<file path="src/rtl/slirq_pkg.sv">
package slirq_pkg;

  typedef struct packed {
    logic run;
    logic rearm;
  } slirq_mode_t;

  localparam int unsigned MODE_W = 2;

  localparam logic [15:0] DEF_LO_ADDR   = 16'hF000;
  localparam logic [15:0] DEF_HI_ADDR   = 16'hF004;
  localparam logic [15:0] DEF_MODE_ADDR = 16'hF008;

endpackage

</file>
<file path="src/rtl/slirq_decode.sv">
module slirq_decode
  import slirq_pkg::*;
#(
  parameter int unsigned ADDR_W = 16,
  parameter int unsigned DATA_W = 8,
  parameter int unsigned NIB_W  = 4,
  parameter logic [ADDR_W-1:0] LO_ADDR   = DEF_LO_ADDR,
  parameter logic [ADDR_W-1:0] HI_ADDR   = DEF_HI_ADDR,
  parameter logic [ADDR_W-1:0] MODE_ADDR = DEF_MODE_ADDR,
  localparam int unsigned RLD_W = 2 * NIB_W
) (
  input  logic              clk,
  input  logic              rst,
  input  logic              wr_en,
  input  logic [ADDR_W-1:0] wr_addr,
  input  logic [DATA_W-1:0] wr_data,
  output logic [RLD_W-1:0]  reload,
  output logic              mode_we,
  output slirq_mode_t       mode_wdata
);

  logic lo_we, hi_we;
  logic unused_data_hi;

  assign lo_we      = wr_en && (wr_addr == LO_ADDR);
  assign hi_we      = wr_en && (wr_addr == HI_ADDR);
  assign mode_we    = wr_en && (wr_addr == MODE_ADDR);
  assign mode_wdata = slirq_mode_t'(wr_data[MODE_W-1:0]);
  assign unused_data_hi = ^wr_data[DATA_W-1:NIB_W];

  always_ff @(posedge clk) begin
    if (rst) begin
      reload <= '0;
    end else begin
      if (lo_we) reload[NIB_W-1:0]     <= wr_data[NIB_W-1:0];
      if (hi_we) reload[RLD_W-1:NIB_W] <= wr_data[NIB_W-1:0];
    end
  end


  lo_nibble_chk: assert property (@(posedge clk) disable iff (rst)
    lo_we |=> reload[NIB_W-1:0] == $past(wr_data[NIB_W-1:0]));


  hi_nibble_chk: assert property (@(posedge clk) disable iff (rst)
    hi_we |=> reload[RLD_W-1:NIB_W] == $past(wr_data[NIB_W-1:0]));

endmodule

</file>
<file path="src/rtl/slirq_prescale.sv">
module slirq_prescale #(
  parameter int unsigned STEP = 114,
  localparam int unsigned DIV_W = (STEP > 1) ? $clog2(STEP) : 1
) (
  input  logic clk,
  input  logic rst,
  input  logic clr,
  input  logic adv,
  input  logic run,
  output logic tick
);

  localparam logic [DIV_W-1:0] LAST = DIV_W'(STEP - 1);

  logic [DIV_W-1:0] div_q;

  assign tick = adv && (div_q == LAST);

  always_ff @(posedge clk) begin
    if (rst || clr) begin
      div_q <= '0;
    end else if (adv) begin
      div_q <= (div_q == LAST) ? '0 : div_q + 1'b1;
    end
  end


  div_range_chk: assert property (@(posedge clk) disable iff (rst)
    div_q <= LAST);


  div_hold_chk: assert property (@(posedge clk) disable iff (rst)
    (!run && !clr) |=> $stable(div_q));


  div_clear_chk: assert property (@(posedge clk) disable iff (rst)
    clr |=> div_q == '0);

endmodule

</file>
<file path="src/rtl/slirq_count.sv">
module slirq_count
  import slirq_pkg::*;
#(
  parameter int unsigned CNT_W = 8
) (
  input  logic             clk,
  input  logic             rst,
  input  logic             mode_we,
  input  slirq_mode_t      mode_wdata,
  input  logic [CNT_W-1:0] reload,
  input  logic             tick,
  output slirq_mode_t      mode,
  output logic             irq
);

  localparam logic [CNT_W-1:0] TOP = '1;

  logic [CNT_W-1:0] cnt_q;

  always_ff @(posedge clk) begin
    if (rst) begin
      cnt_q <= '0;
      mode  <= '0;
      irq   <= 1'b0;
    end else if (mode_we) begin
      mode <= mode_wdata;
      irq  <= 1'b0;
      if (mode_wdata.run) cnt_q <= reload;
    end else if (tick) begin
      if (cnt_q == TOP) begin
        cnt_q    <= reload;
        irq      <= 1'b1;
        mode.run <= mode.rearm;
      end else begin
        cnt_q <= cnt_q + 1'b1;
      end
    end
  end


  start_load_chk: assert property (@(posedge clk) disable iff (rst)
    (mode_we && mode_wdata.run) |=> cnt_q == $past(reload));


  ack_chk: assert property (@(posedge clk) disable iff (rst)
    mode_we |=> !irq);


  rise_src_chk: assert property (@(posedge clk) disable iff (rst)
    $rose(irq) |-> $past(tick && cnt_q == TOP && !mode_we));


  step_chk: assert property (@(posedge clk) disable iff (rst)
    (tick && !mode_we && cnt_q != TOP) |=> cnt_q == CNT_W'($past(cnt_q) + 1'b1));


  wrap_chk: assert property (@(posedge clk) disable iff (rst)
    (tick && !mode_we && cnt_q == TOP) |=> (irq && mode.run == $past(mode.rearm) && cnt_q == $past(reload)));


  sticky_chk: assert property (@(posedge clk) disable iff (rst)
    (irq && !mode_we) |=> irq);

endmodule

</file>
<file path="src/rtl/sl_irq_timer.sv">
module sl_irq_timer
  import slirq_pkg::*;
#(
  parameter int unsigned ADDR_W = 16,
  parameter int unsigned DATA_W = 8,
  parameter int unsigned NIB_W  = 4,
  parameter int unsigned STEP   = 114,
  parameter logic [ADDR_W-1:0] LO_ADDR   = DEF_LO_ADDR,
  parameter logic [ADDR_W-1:0] HI_ADDR   = DEF_HI_ADDR,
  parameter logic [ADDR_W-1:0] MODE_ADDR = DEF_MODE_ADDR
) (
  input  logic              clk,
  input  logic              rst,
  input  logic              cpu_ce,
  input  logic              wr_en,
  input  logic [ADDR_W-1:0] wr_addr,
  input  logic [DATA_W-1:0] wr_data,
  output logic              irq
);

  localparam int unsigned CNT_W = 2 * NIB_W;

  logic [CNT_W-1:0] reload;
  logic             mode_we;
  slirq_mode_t      mode_wdata;
  slirq_mode_t      mode;
  logic             tick;
  logic             adv;
  logic             clr;

  assign adv = mode.run && cpu_ce && !mode_we;
  assign clr = mode_we && mode_wdata.run;

  slirq_decode #(
    .ADDR_W(ADDR_W), .DATA_W(DATA_W), .NIB_W(NIB_W),
    .LO_ADDR(LO_ADDR), .HI_ADDR(HI_ADDR), .MODE_ADDR(MODE_ADDR)
  ) u_decode (
    .clk(clk), .rst(rst), .wr_en(wr_en), .wr_addr(wr_addr), .wr_data(wr_data),
    .reload(reload), .mode_we(mode_we), .mode_wdata(mode_wdata)
  );

  slirq_prescale #(.STEP(STEP)) u_prescale (
    .clk(clk), .rst(rst), .clr(clr), .adv(adv), .run(mode.run), .tick(tick)
  );

  slirq_count #(.CNT_W(CNT_W)) u_count (
    .clk(clk), .rst(rst), .mode_we(mode_we), .mode_wdata(mode_wdata),
    .reload(reload), .tick(tick), .mode(mode), .irq(irq)
  );


  top_ack_chk: assert property (@(posedge clk) disable iff (rst)
    (wr_en && wr_addr == MODE_ADDR) |=> !irq);


  other_addr_chk: assert property (@(posedge clk) disable iff (rst)
    (wr_en && wr_addr != MODE_ADDR && irq) |=> irq);


  reset_chk: assert property (@(posedge clk) rst |=> !irq);

endmodule

</file>
<file path="config.mk">
export PLATFORM = sky130hd
export DESIGN_NAME = sl_irq_timer
export DESIGN_NICKNAME = d
export VERILOG_FILES = /design/src/rtl/slirq_pkg.sv /design/src/rtl/slirq_decode.sv /design/src/rtl/slirq_prescale.sv /design/src/rtl/slirq_count.sv /design/src/rtl/sl_irq_timer.sv
export SDC_FILE = /design/constraint.sdc
export NUM_CORES = 1
export LEC_CHECK = 0
export BUFFER_PORTS_ARGS = -buffer_cell sky130_fd_sc_hd__buf_4
export CAP_MARGIN = 10
export CORE_UTILIZATION = 50
export DETAILED_ROUTE_END_ITERATION = 16
export PLACE_DENSITY = 0.76
export SETUP_SLACK_MARGIN = 0.2
export SLEW_MARGIN = 20
export SYNTH_ARGS = -nofsm -noshare
export SYNTH_HDL_FRONTEND = slang
export SYNTH_SLANG_ARGS = --single-unit
</file>
<file path="constraint.sdc">
create_clock -name clk -period 2.1 [get_ports clk]
set_clock_uncertainty 0.15 [all_clocks]
set_input_delay 0.63 -clock clk [delete_from_list [all_inputs] [get_ports clk]]
set_output_delay 0.63 -clock clk [all_outputs]
set_load 0.01 [all_outputs]
</file>
==> flow_metrics.env, run 1 <==
export IMPL_status="completed"
export IMPL_grt_pass1_vias=1446
export IMPL_slowest_delay_ns=0.35
export IMPL_p_clk_frac=0.373
export IMPL_critPathMostFrequentCell="buf_6"
export IMPL_row_count=20
export IMPL_synth_top_area_cell="dfxtp_1"
export IMPL_worstMarginPinSlew_ns=0.349
export IMPL_drt_iter0_drc=100
export IMPL_grt_pass1_wl_um=6400
export IMPL_route_detailed_drc=0
export IMPL_start_util=0.528
export IMPL_rsz0062_at_grt="yes"
export IMPL_power_frac_seq=0.536
export IMPL_min_period_ns=1.93
export IMPL_final_hold_viol_count=0
export IMPL_p_sw_mw=0.188
export IMPL_max_freq_ghz=0.517
export IMPL_async_flop_share=0
export IMPL_ir_worst_vdd_uv=318
export IMPL_syn2layout_area_growth_pct=29.3
export IMPL_clk_pin_slew_ns=0.14
export IMPL_setup_worst_path_end_class="register"
export IMPL_synth_edf_count=0
export IMPL_multiInputGateArea_sq_um=1080
export IMPL_worstSetupPathType="primary input to register"
export IMPL_start_kind="primary input"
export IMPL_cts_tree="yes"
export IMPL_yosysUniqueCellTypes=53
export IMPL_cts_buffer_depth=2
export IMPL_hold_buffers=0
export IMPL_fin_ws_ns=0.166
export IMPL_dp_hpwl_um=2690
export IMPL_design_area_sq_um=2090
export IMPL_setup_violations=0
export IMPL_clock_latency_ns=0.33
export IMPL_track_usage=0.242
export IMPL_cp_data_required_time_ns=2.16
export IMPL_io_buffers=24
export IMPL_netlist_instances=161
export IMPL_cp_arrival_ns=2.00
export IMPL_critPathBufInv=2
export IMPL_synth_flop_cell="dfxtp_1"
export IMPL_routedWlPerCell_um=15.9
export IMPL_synth_top_area_share=0.323
export IMPL_fin_crit_sh=0.921
export IMPL_core_area_sq_um=3050
export IMPL_synth_nets=192
export IMPL_dpl_instance_area_sq_um=1910
export IMPL_min_path_type="register to register"
export IMPL_htreeDepth=1
export IMPL_gp_congestion=0.798
export IMPL_synth_warning_count=0
export IMPL_synth_most_common_cell="dfxtp_1"
export IMPL_critPathMaxFanout=8
export IMPL_p_leak_nw=0.749
export IMPL_dp_slack_ns=-0.227
export IMPL_combPwrFrac=0.090
export IMPL_ys_ff_latch=26
export IMPL_pin_count=29
export IMPL_synthTopCellsByCount="26 x dfxtp_1, 14 x nor2_1, 13 x mux2i_1, 8 x inv_1, 8 x nand2_1"
export IMPL_gr_total_overflow=0
export IMPL_via_per_inst=5.91
export IMPL_netSwitchingFraction=0.206
export IMPL_die_height_um=58.8
export IMPL_ant_nets=0
export IMPL_dieWidth_um=58.8
export IMPL_slew_violations=0
export IMPL_dr_pass1_iters=4
export IMPL_synth_area_leaders="dfxtp_1 32%, mux2i_1 8.1%, nor2_1 3.3%, nor3_2 3.1%, nor4b_4 2.9%"
export IMPL_nFillCells=239
export IMPL_p_int_mw=0.727
export IMPL_synth_area_sq_um=1610
export IMPL_nets=232
export IMPL_wl_um=3880
export IMPL_maxCapViolations=0
export IMPL_grt_max_degree=28
export IMPL_synth_area_per_cell_sq_um=10.0
export IMPL_cts_buffers_inserted=3
export IMPL_yosysSeqAreaShare=0.323
export IMPL_critPathSlowestCell="nor4b_4"
export IMPL_num_antenna_cells=0
export IMPL_clock_sinks=26
export IMPL_antenna_found_initial=0
export IMPL_seq_area_sq_um=529
export IMPL_path_delay_family="simple AND/OR/NAND/NOR gates"
export IMPL_cts_root_buffer="clkbuf_4"
export IMPL_crit_chain="buf_6, nor4b_4, and4_4, buf_6, nand3_4, a22oi_1, o32ai_1"
export IMPL_powerDensity_nw_per_um2=439
export IMPL_drive_above_1_share=0.415
export IMPL_max_slew_margin=0.767
export IMPL_num_vias=1443
export IMPL_die_area_sq_um=3460
[power by group through the flow]
| stage | clock network, mW | logic, mW | registers [mW] |
|---|---|---|---|
| floorplan | 0 | 0.0277 | 0.504 |
| global placement | 0 | 0.0758 | 0.504 |
| detailed placement | 0 | 0.0781 | 0.504 |
| CTS | 0.351 | 0.0817 | 0.493 |
| global route | 0.368 | 0.0880 | 0.491 |
| finish | 0.342 | 0.0827 | 0.491 |
[kinds of logic (layout without fill, tap and decap cells)]
| logic type | after synthesis | in the layout | synth area share |
|---|---|---|---|
| buffers and inverters | 14 | 52 | 0.0489 |
| muxes | 13 | 13 | 0.0807 |
| DFF | 26 | 26 | 0.323 |
| and+or+nand+nor | 60 | 60 | 0.284 |
| adders and majority gates | 3 | 3 | 0.0233 |
| AOI/OAI and AO/OA | 40 | 41 | 0.213 |
| xor gates and xnor gates | 5 | 5 | 0.0272 |
[state kept, by name (all words and copies together) (netlist names)]
signal            flops
u_count.mode          2
u_count.cnt_q         8
u_prescale.div_q      7
u_count.irq           1
u_decode.reload       8
[final cells by class]
class / instances / area share
multi-input cells: 122 / 0.516
flip-flops and latches: 26 / 0.254
repair buffers: 40 / 0.164
well taps: 44 / 0.0264
clock inverters: 1 / 0.0144
inverters: 8 / 0.0144
clock buffers: 3 / 0.0108
[routing by layer]
metal / track usage / routed length, um / up-vias
met2: 0.425 / 2140 / 69
met5: 0 / 0 / -
met4: 0.116 / 38 / 0
met3: 0.0374 / 216 / 8
met1: 0.286 / 1480 / 682
li1: - / - / 684
[worst paths after layout]
kind	start	slack (ns)	endpoint	cells past startpoint
setup / recovery	wr_addr[9]	0.17	u_count.cnt_q[4]	7
hold / removal	u_count.mode[0]	0.33	u_count.mode[0]	2
setup reg to reg	u_prescale.div_q[1]	0.22	u_count.cnt_q[2]	7
hold reg to reg	u_count.mode[0]	0.33	u_count.mode[0]	2
[worst reg2reg max path, stage by stage, from the launching register on]
cell      delay (ns)
dfxtp_4         0.37
inv_1           0.05
ha_1            0.14
and4bb_1        0.23
nor3b_4         0.26
o21ai_4         0.15
or3_1           0.32
a31oi_1         0.15
[cells in the final DEF (no fill, tap or decap), types with 2 or more instances in the layout]
cell      Yosys  layout
nor3_2        5       5
o32ai_1       3       3
dfxtp_1      26      23
o21ai_1       3       2
a211oi_1      5       4
ha_1          3       3
nand2_1       8       8
a21oi_4       1       2
clkbuf_4      0       3
nor3b_4       1       2
inv_1         8       8
nor4b_4       2       2
o21ai_2       0       2
buf_4         2      31
a22oi_1       4       3
nor2_1       14      14
or3_1         3       2
nand3_1       5       5
mux2i_1      13      13
a211oi_2      3       4
a21oi_2       2       3
o211ai_1      2       2
xnor2_1       4       4
buf_6         1       8
a21oi_1       5       4
o21ai_0       3       2
o31ai_1       2       2
nand4_1       2       2
dfxtp_4       0       2
nor3_1        3       3
[stage by stage]
step / utilization / total power, mW / TNS (ns) / hold WS, ns / std cells
after CTS: 0.658 / 0.926 / 0 / 0.331 / 241
after global routing: 0.683 / 0.947 / 0 / 0.371 / 244
after detailed placement: 0.626 / 0.582 / -3.66 / 0.314 / 235
final: 0.683 / 0.915 / 0 / 0.328 / 244
after floorplan: - / 0.532 / 0 / 0.278 / 161
after global placement: 0.626 / 0.580 / -2.62 / 0.293 / 235
[repair_timing]
| action | CTS | global route |
|---|---|---|
| gates cloned | 1 | 0 |
| endpoints found under the setup margin | 16 | 24 |
| pin swaps | 8 | 10 |
| gates resized for setup | 9 | 14 |
| setup buffers | 1 | 3 |
No activity file was read; power rests on OpenSTA's default activity.
==> run 2: changes to the inputs <==
CORE_UTILIZATION = 55   (was 50)
PLACE_DENSITY = 0.79   (was 0.76)
clock period = 1.9 ns   (was 2.1 ns; I/O delays follow)
==> flow_metrics.env, run 2 (synthesis gave the netlist of run 1 again) <==
export IMPL_status="finished, violations left"
export IMPL_failed_checks="setup timing"
export IMPL_cts_tree="yes"
export IMPL_nets=242
export IMPL_start_util=0.585
export IMPL_route_detailed_drc=0
export IMPL_cts_buffer_depth=2
export IMPL_dieWidth_um=56.2
export IMPL_grt_pass1_wl_um=6850
export IMPL_ant_nets=0
export IMPL_dr_pass1_iters=4
export IMPL_start_kind="register"
export IMPL_slew_violations=0
export IMPL_fin_ws_ns=-0.170
export IMPL_p_clk_frac=0.381
export IMPL_die_height_um=56.2
export IMPL_max_freq_ghz=0.483
export IMPL_rsz0062_at_grt="yes"
export IMPL_layout_common_cells="39 x buf_4, 23 x dfxtp_1, 13 x nor2_1, 13 x mux2i_1, 10 x buf_6"
export IMPL_power_frac_seq=0.524
export IMPL_gr_total_overflow=0
export IMPL_final_hold_viol_count=0
export IMPL_maxCapViolations=0
export IMPL_clock_sinks=26
export IMPL_whs_ns=0.311
export IMPL_via_per_inst=6.56
export IMPL_worstMarginPinSlew_ns=0.355
export IMPL_wl_met2_um=2340
export IMPL_wl_met1_um=1830
export IMPL_min_path_type="primary input to register"
export IMPL_cts_root_buffer="clkbuf_4"
export IMPL_clock_latency_ns=0.34
export IMPL_row_count=19
export IMPL_cts_buffers_inserted=3
export IMPL_setup_violations=7
export IMPL_gp_congestion=0.854
export IMPL_core_area_sq_um=2760
export IMPL_htreeDepth=1
export IMPL_worstSetupPathType="register to register"
export IMPL_reg_top3="u_count.cnt_q: 8 flops, u_decode.reload: 8 flops, u_prescale.div_q: 7 flops"
export IMPL_dp_hpwl_um=2930
export IMPL_syn2layout_area_growth_pct=37.0
export IMPL_grt_max_degree=16
export IMPL_cp_arrival_ns=2.18
export IMPL_min_period_ns=2.07
export IMPL_mostFrequentLayoutCell="buf_4"
export IMPL_dpl_instance_area_sq_um=1960
export IMPL_cp_data_required_time_ns=2.01
export IMPL_dp_cells=231
export IMPL_highest_signal_layer="met4"
export IMPL_ir_worst_vdd_uv=560
export IMPL_powerDensity_nw_per_um2=471
export IMPL_die_area_sq_um=3150
export IMPL_netSwitchingFraction=0.222
export IMPL_critPathMaxFanout=8
export IMPL_dr_wl_met3_um=320
export IMPL_setup_worst_path_end_class="register"
export IMPL_final_cells=241
export IMPL_design_area_sq_um=2210
export IMPL_p_sw_mw=0.231
export IMPL_routedWlPerCell_um=19.7
export IMPL_grt_pass1_vias=1477
export IMPL_hold_buffers=0
export IMPL_clk_pin_slew_ns=0.15
export IMPL_wl_um=4740
export IMPL_track_usage=0.280
export IMPL_p_int_mw=0.809
export IMPL_combPwrFrac=0.094
export IMPL_drt_iter0_drc=85
export IMPL_p_leak_nw=0.828
export IMPL_fin_crit_sh=1.09
export IMPL_io_buffers=24
export IMPL_num_vias=1581
export IMPL_drive_above_1_share=0.486
export IMPL_antenna_found_initial=0
export IMPL_max_slew_margin=0.762
export IMPL_num_antenna_cells=0
export IMPL_pin_count=29
run 2: cell count changes in the layout (fill, tap and decap cells not counted), sizes merged:
cell,change
a21oi,-1
nand2,+1
buf,+10
run 2: worst paths after layout:
path                            cells after the start  slack, ns           startpoint            endpoint
worst max-delay path                                7      -0.17  u_prescale.div_q[1]    u_count.cnt_q[2]
worst min-delay path                                3       0.31           wr_data[3]  u_decode.reload[7]
worst max register to register                      7      -0.17  u_prescale.div_q[1]    u_count.cnt_q[2]
worst min register to register                      2       0.36      u_count.mode[0]     u_count.mode[0]
run 2: power by group through the flow:
stage               clock [mW]  combinational, mW  sequential, mW
global placement             0             0.0879           0.557
finish                   0.397             0.0983           0.545
floorplan                    0             0.0306           0.557
global route             0.416              0.103           0.546
CTS                      0.391             0.0933           0.545
detailed placement           0             0.0907           0.557
run 2: routing by layer:
metal | GRT usage | vias to the layer above
li1 | - | 703
met1 | 0.326 | 762
met2 | 0.480 | 86
met3 | 0.0698 | 30
met4 | 0.132 | 0
met5 | 0 | -
run 2: cell type report:
cell class,count,area [sq um]
clock inverter,1,30.0
tap,31,38.8
sequential,26,524
inverter,8,30.0
multi-input combinational,122,1140
clock buffer,3,22.5
fill,164,548
timing repair buffer,50,425
run 2: through the flow:
step / power [mW] / setup slack [ns] / utilization / setup TNS [ns]
after floorplan: 0.588 / -0.0775 / - / -1.04
after global placement: 0.645 / -0.333 / 0.711 / -6.08
after detailed placement: 0.648 / -0.407 / 0.711 / -6.92
after CTS: 1.03 / 0.0342 / 0.758 / 0
after global routing: 1.06 / -0.239 / 0.801 / -1.14
final: 1.04 / -0.170 / 0.801 / -0.393
run 2: what timing repair did:
action                                  4_1_cts  5_1_grt
resized for setup                            18       18
gates cloned                                  0        1
pin swaps                                     7       17
setup buffers                                 2        3
endpoints found under the setup margin       25       26
run 2: worst max-delay path, cell delays in order (launching register included):
cell	delay, ns
dfxtp_2	0.35
inv_2	0.06
ha_4	0.11
and4bb_1	0.25
nor3b_4	0.32
o21ai_4	0.18
or3_1	0.37
a31oi_1	0.20
==> run 3: changes to the inputs <==
SETUP_SLACK_MARGIN = not set   (was 0.2)
clock period = 2 ns   (was 1.9 ns; I/O delays follow)
==> flow_metrics.env, run 3 (synthesis gave the netlist of run 1 again) <==
export IMPL_dieWidth_um=56.2
export IMPL_grt_max_degree=28
export IMPL_min_path_type="register to register"
export IMPL_start_kind="register"
export IMPL_nFillCells=199
export IMPL_clock_sinks=26
export IMPL_dpl_instance_area_sq_um=1940
export IMPL_io_buffers=24
export IMPL_powerDensity_nw_per_um2=429
export IMPL_max_slew_margin=0.756
export IMPL_start_util=0.585
export IMPL_design_area_sq_um=2040
export IMPL_critPathBufInv=2
export IMPL_ant_nets=0
export IMPL_dp_cells=229
export IMPL_layout_common_cells="44 x buf_4, 23 x dfxtp_1, 14 x nor2_1"
export IMPL_p_leak_nw=0.769
export IMPL_cts_tree="yes"
export IMPL_gp_congestion=0.890
export IMPL_gr_total_overflow=0
export IMPL_cp_data_required_time_ns=2.12
export IMPL_critPathSlowestCell="dfxtp_2"
export IMPL_setup_worst_path_end_class="register"
export IMPL_cts_buffers_inserted=3
export IMPL_dp_hpwl_um=2800
export IMPL_min_period_ns=1.99
export IMPL_status="completed"
export IMPL_track_usage=0.258
export IMPL_via_per_inst=6.07
export IMPL_die_area_sq_um=3150
export IMPL_cts_buffer_depth=2
export IMPL_mostFrequentLayoutCell="buf_4"
export IMPL_clk_pin_slew_ns=0.14
export IMPL_cp_arrival_ns=2.11
export IMPL_drive_above_1_share=0.405
export IMPL_syn2layout_area_growth_pct=26.4
export IMPL_num_antenna_cells=0
export IMPL_grt_pass1_vias=1434
export IMPL_critPathMaxFanout=6
export IMPL_core_area_sq_um=2760
export IMPL_crit_chain="inv_1, ha_1, and4bb_1, nor3b_4, o21ai_4, buf_6, or3_1, a31oi_1"
export IMPL_setup_violations=0
export IMPL_drt_iter0_drc=44
export IMPL_ir_worst_vdd_uv=537
export IMPL_final_util=0.739
export IMPL_row_count=19
export IMPL_clock_latency_ns=0.32
export IMPL_num_vias=1432
export IMPL_fin_crit_sh=0.996
export IMPL_dr_pass1_iters=4
export IMPL_slowest_delay_ns=0.34
export IMPL_worstMarginPinSlew_ns=0.366
export IMPL_grt_pass1_wl_um=6380
export IMPL_final_cells=236
export IMPL_slew_violations=0
export IMPL_reg_top3="u_count.cnt_q: 8 flops, u_decode.reload: 8 flops, u_prescale.div_q: 7 flops"
export IMPL_nets=237
export IMPL_routedWlPerCell_um=16.0
export IMPL_route_detailed_drc=0
export IMPL_cts_root_buffer="clkbuf_4"
export IMPL_hold_buffers=0
export IMPL_worstSetupPathType="register to register"
export IMPL_die_height_um=56.2
export IMPL_path_delay_family="simple AND/OR/NAND/NOR gates"
export IMPL_maxCapViolations=0
export IMPL_pin_count=29
export IMPL_htreeDepth=1
export IMPL_wl_um=3780
export IMPL_rsz0062_at_grt="yes"
export IMPL_antenna_found_initial=0
export IMPL_max_freq_ghz=0.502
export IMPL_final_hold_viol_count=0
==> run 3: layout make-up <==
cell class	instances	area, sq um	area share
flip-flops and latches	26	524	0.257
clock buffers	4	36.3	0.0178
repair buffers	46	362	0.177
multi-input cells	121	1050	0.514
well taps	31	38.8	0.0190
inverters	8	30.0	0.0147
==> run 3: power by group <==
group	total [mW]	switching [mW]	internal [mW]
Clock	0.270	0.158	0.111
Combinational	0.0861	0.0417	0.0444
Sequential	0.518	0.00000161	0.518
Total	0.874	0.200	0.674
==> run 3: what timing repair did <==
action / 4_1_cts / 5_1_grt
setup endpoints to repair: 1 / 9
pin swaps: 0 / 4
gates resized for setup: 1 / 8
buffers inserted: 2 / 1
==> run 3: final timing paths <==
path / to / slack [ns] / cells past startpoint / from
max reg2reg: u_count.cnt_q[2] / 0.007 / 8 / u_prescale.div_q[1]
min reg2reg: u_count.mode[0] / 0.35 / 2 / u_count.mode[0]
max: u_count.cnt_q[2] / 0.007 / 8 / u_prescale.div_q[1]
min: u_count.mode[0] / 0.35 / 2 / u_count.mode[0]
==> run 3: worst min-delay path: cells and delay by family (launching register included) <==
family	cells	cell delay, ns
simple gates	1	0.07
flops	1	0.34
compound gates	1	0.06
==> run 3: stage by stage <==
stage | setup TNS, ns | setup WS, ns | hold WS [ns] | power (mW)
2_1_floorplan | -0.0236 | -0.00748 | 0.278 | 0.558
3_3_place_gp | -4.91 | -0.256 | 0.290 | 0.612
3_5_place_dp | -5.97 | -0.317 | 0.319 | 0.614
4_1_cts | 0 | 0.00631 | 0.336 | 0.876
5_1_grt | -0.0796 | -0.0689 | 0.360 | 0.902
6_report | 0 | 0.00731 | 0.346 | 0.874
==> run 3: layer usage <==
metal / global-route usage / vias to the layer above / wire (um)
met2: 0.447 / 51 / 1880
met3: 0.0488 / 4 / 184
met4: 0.0871 / 0 / 38
met5: 0 / - / 0
met1: 0.320 / 679 / 1680
li1: - / 698 / -
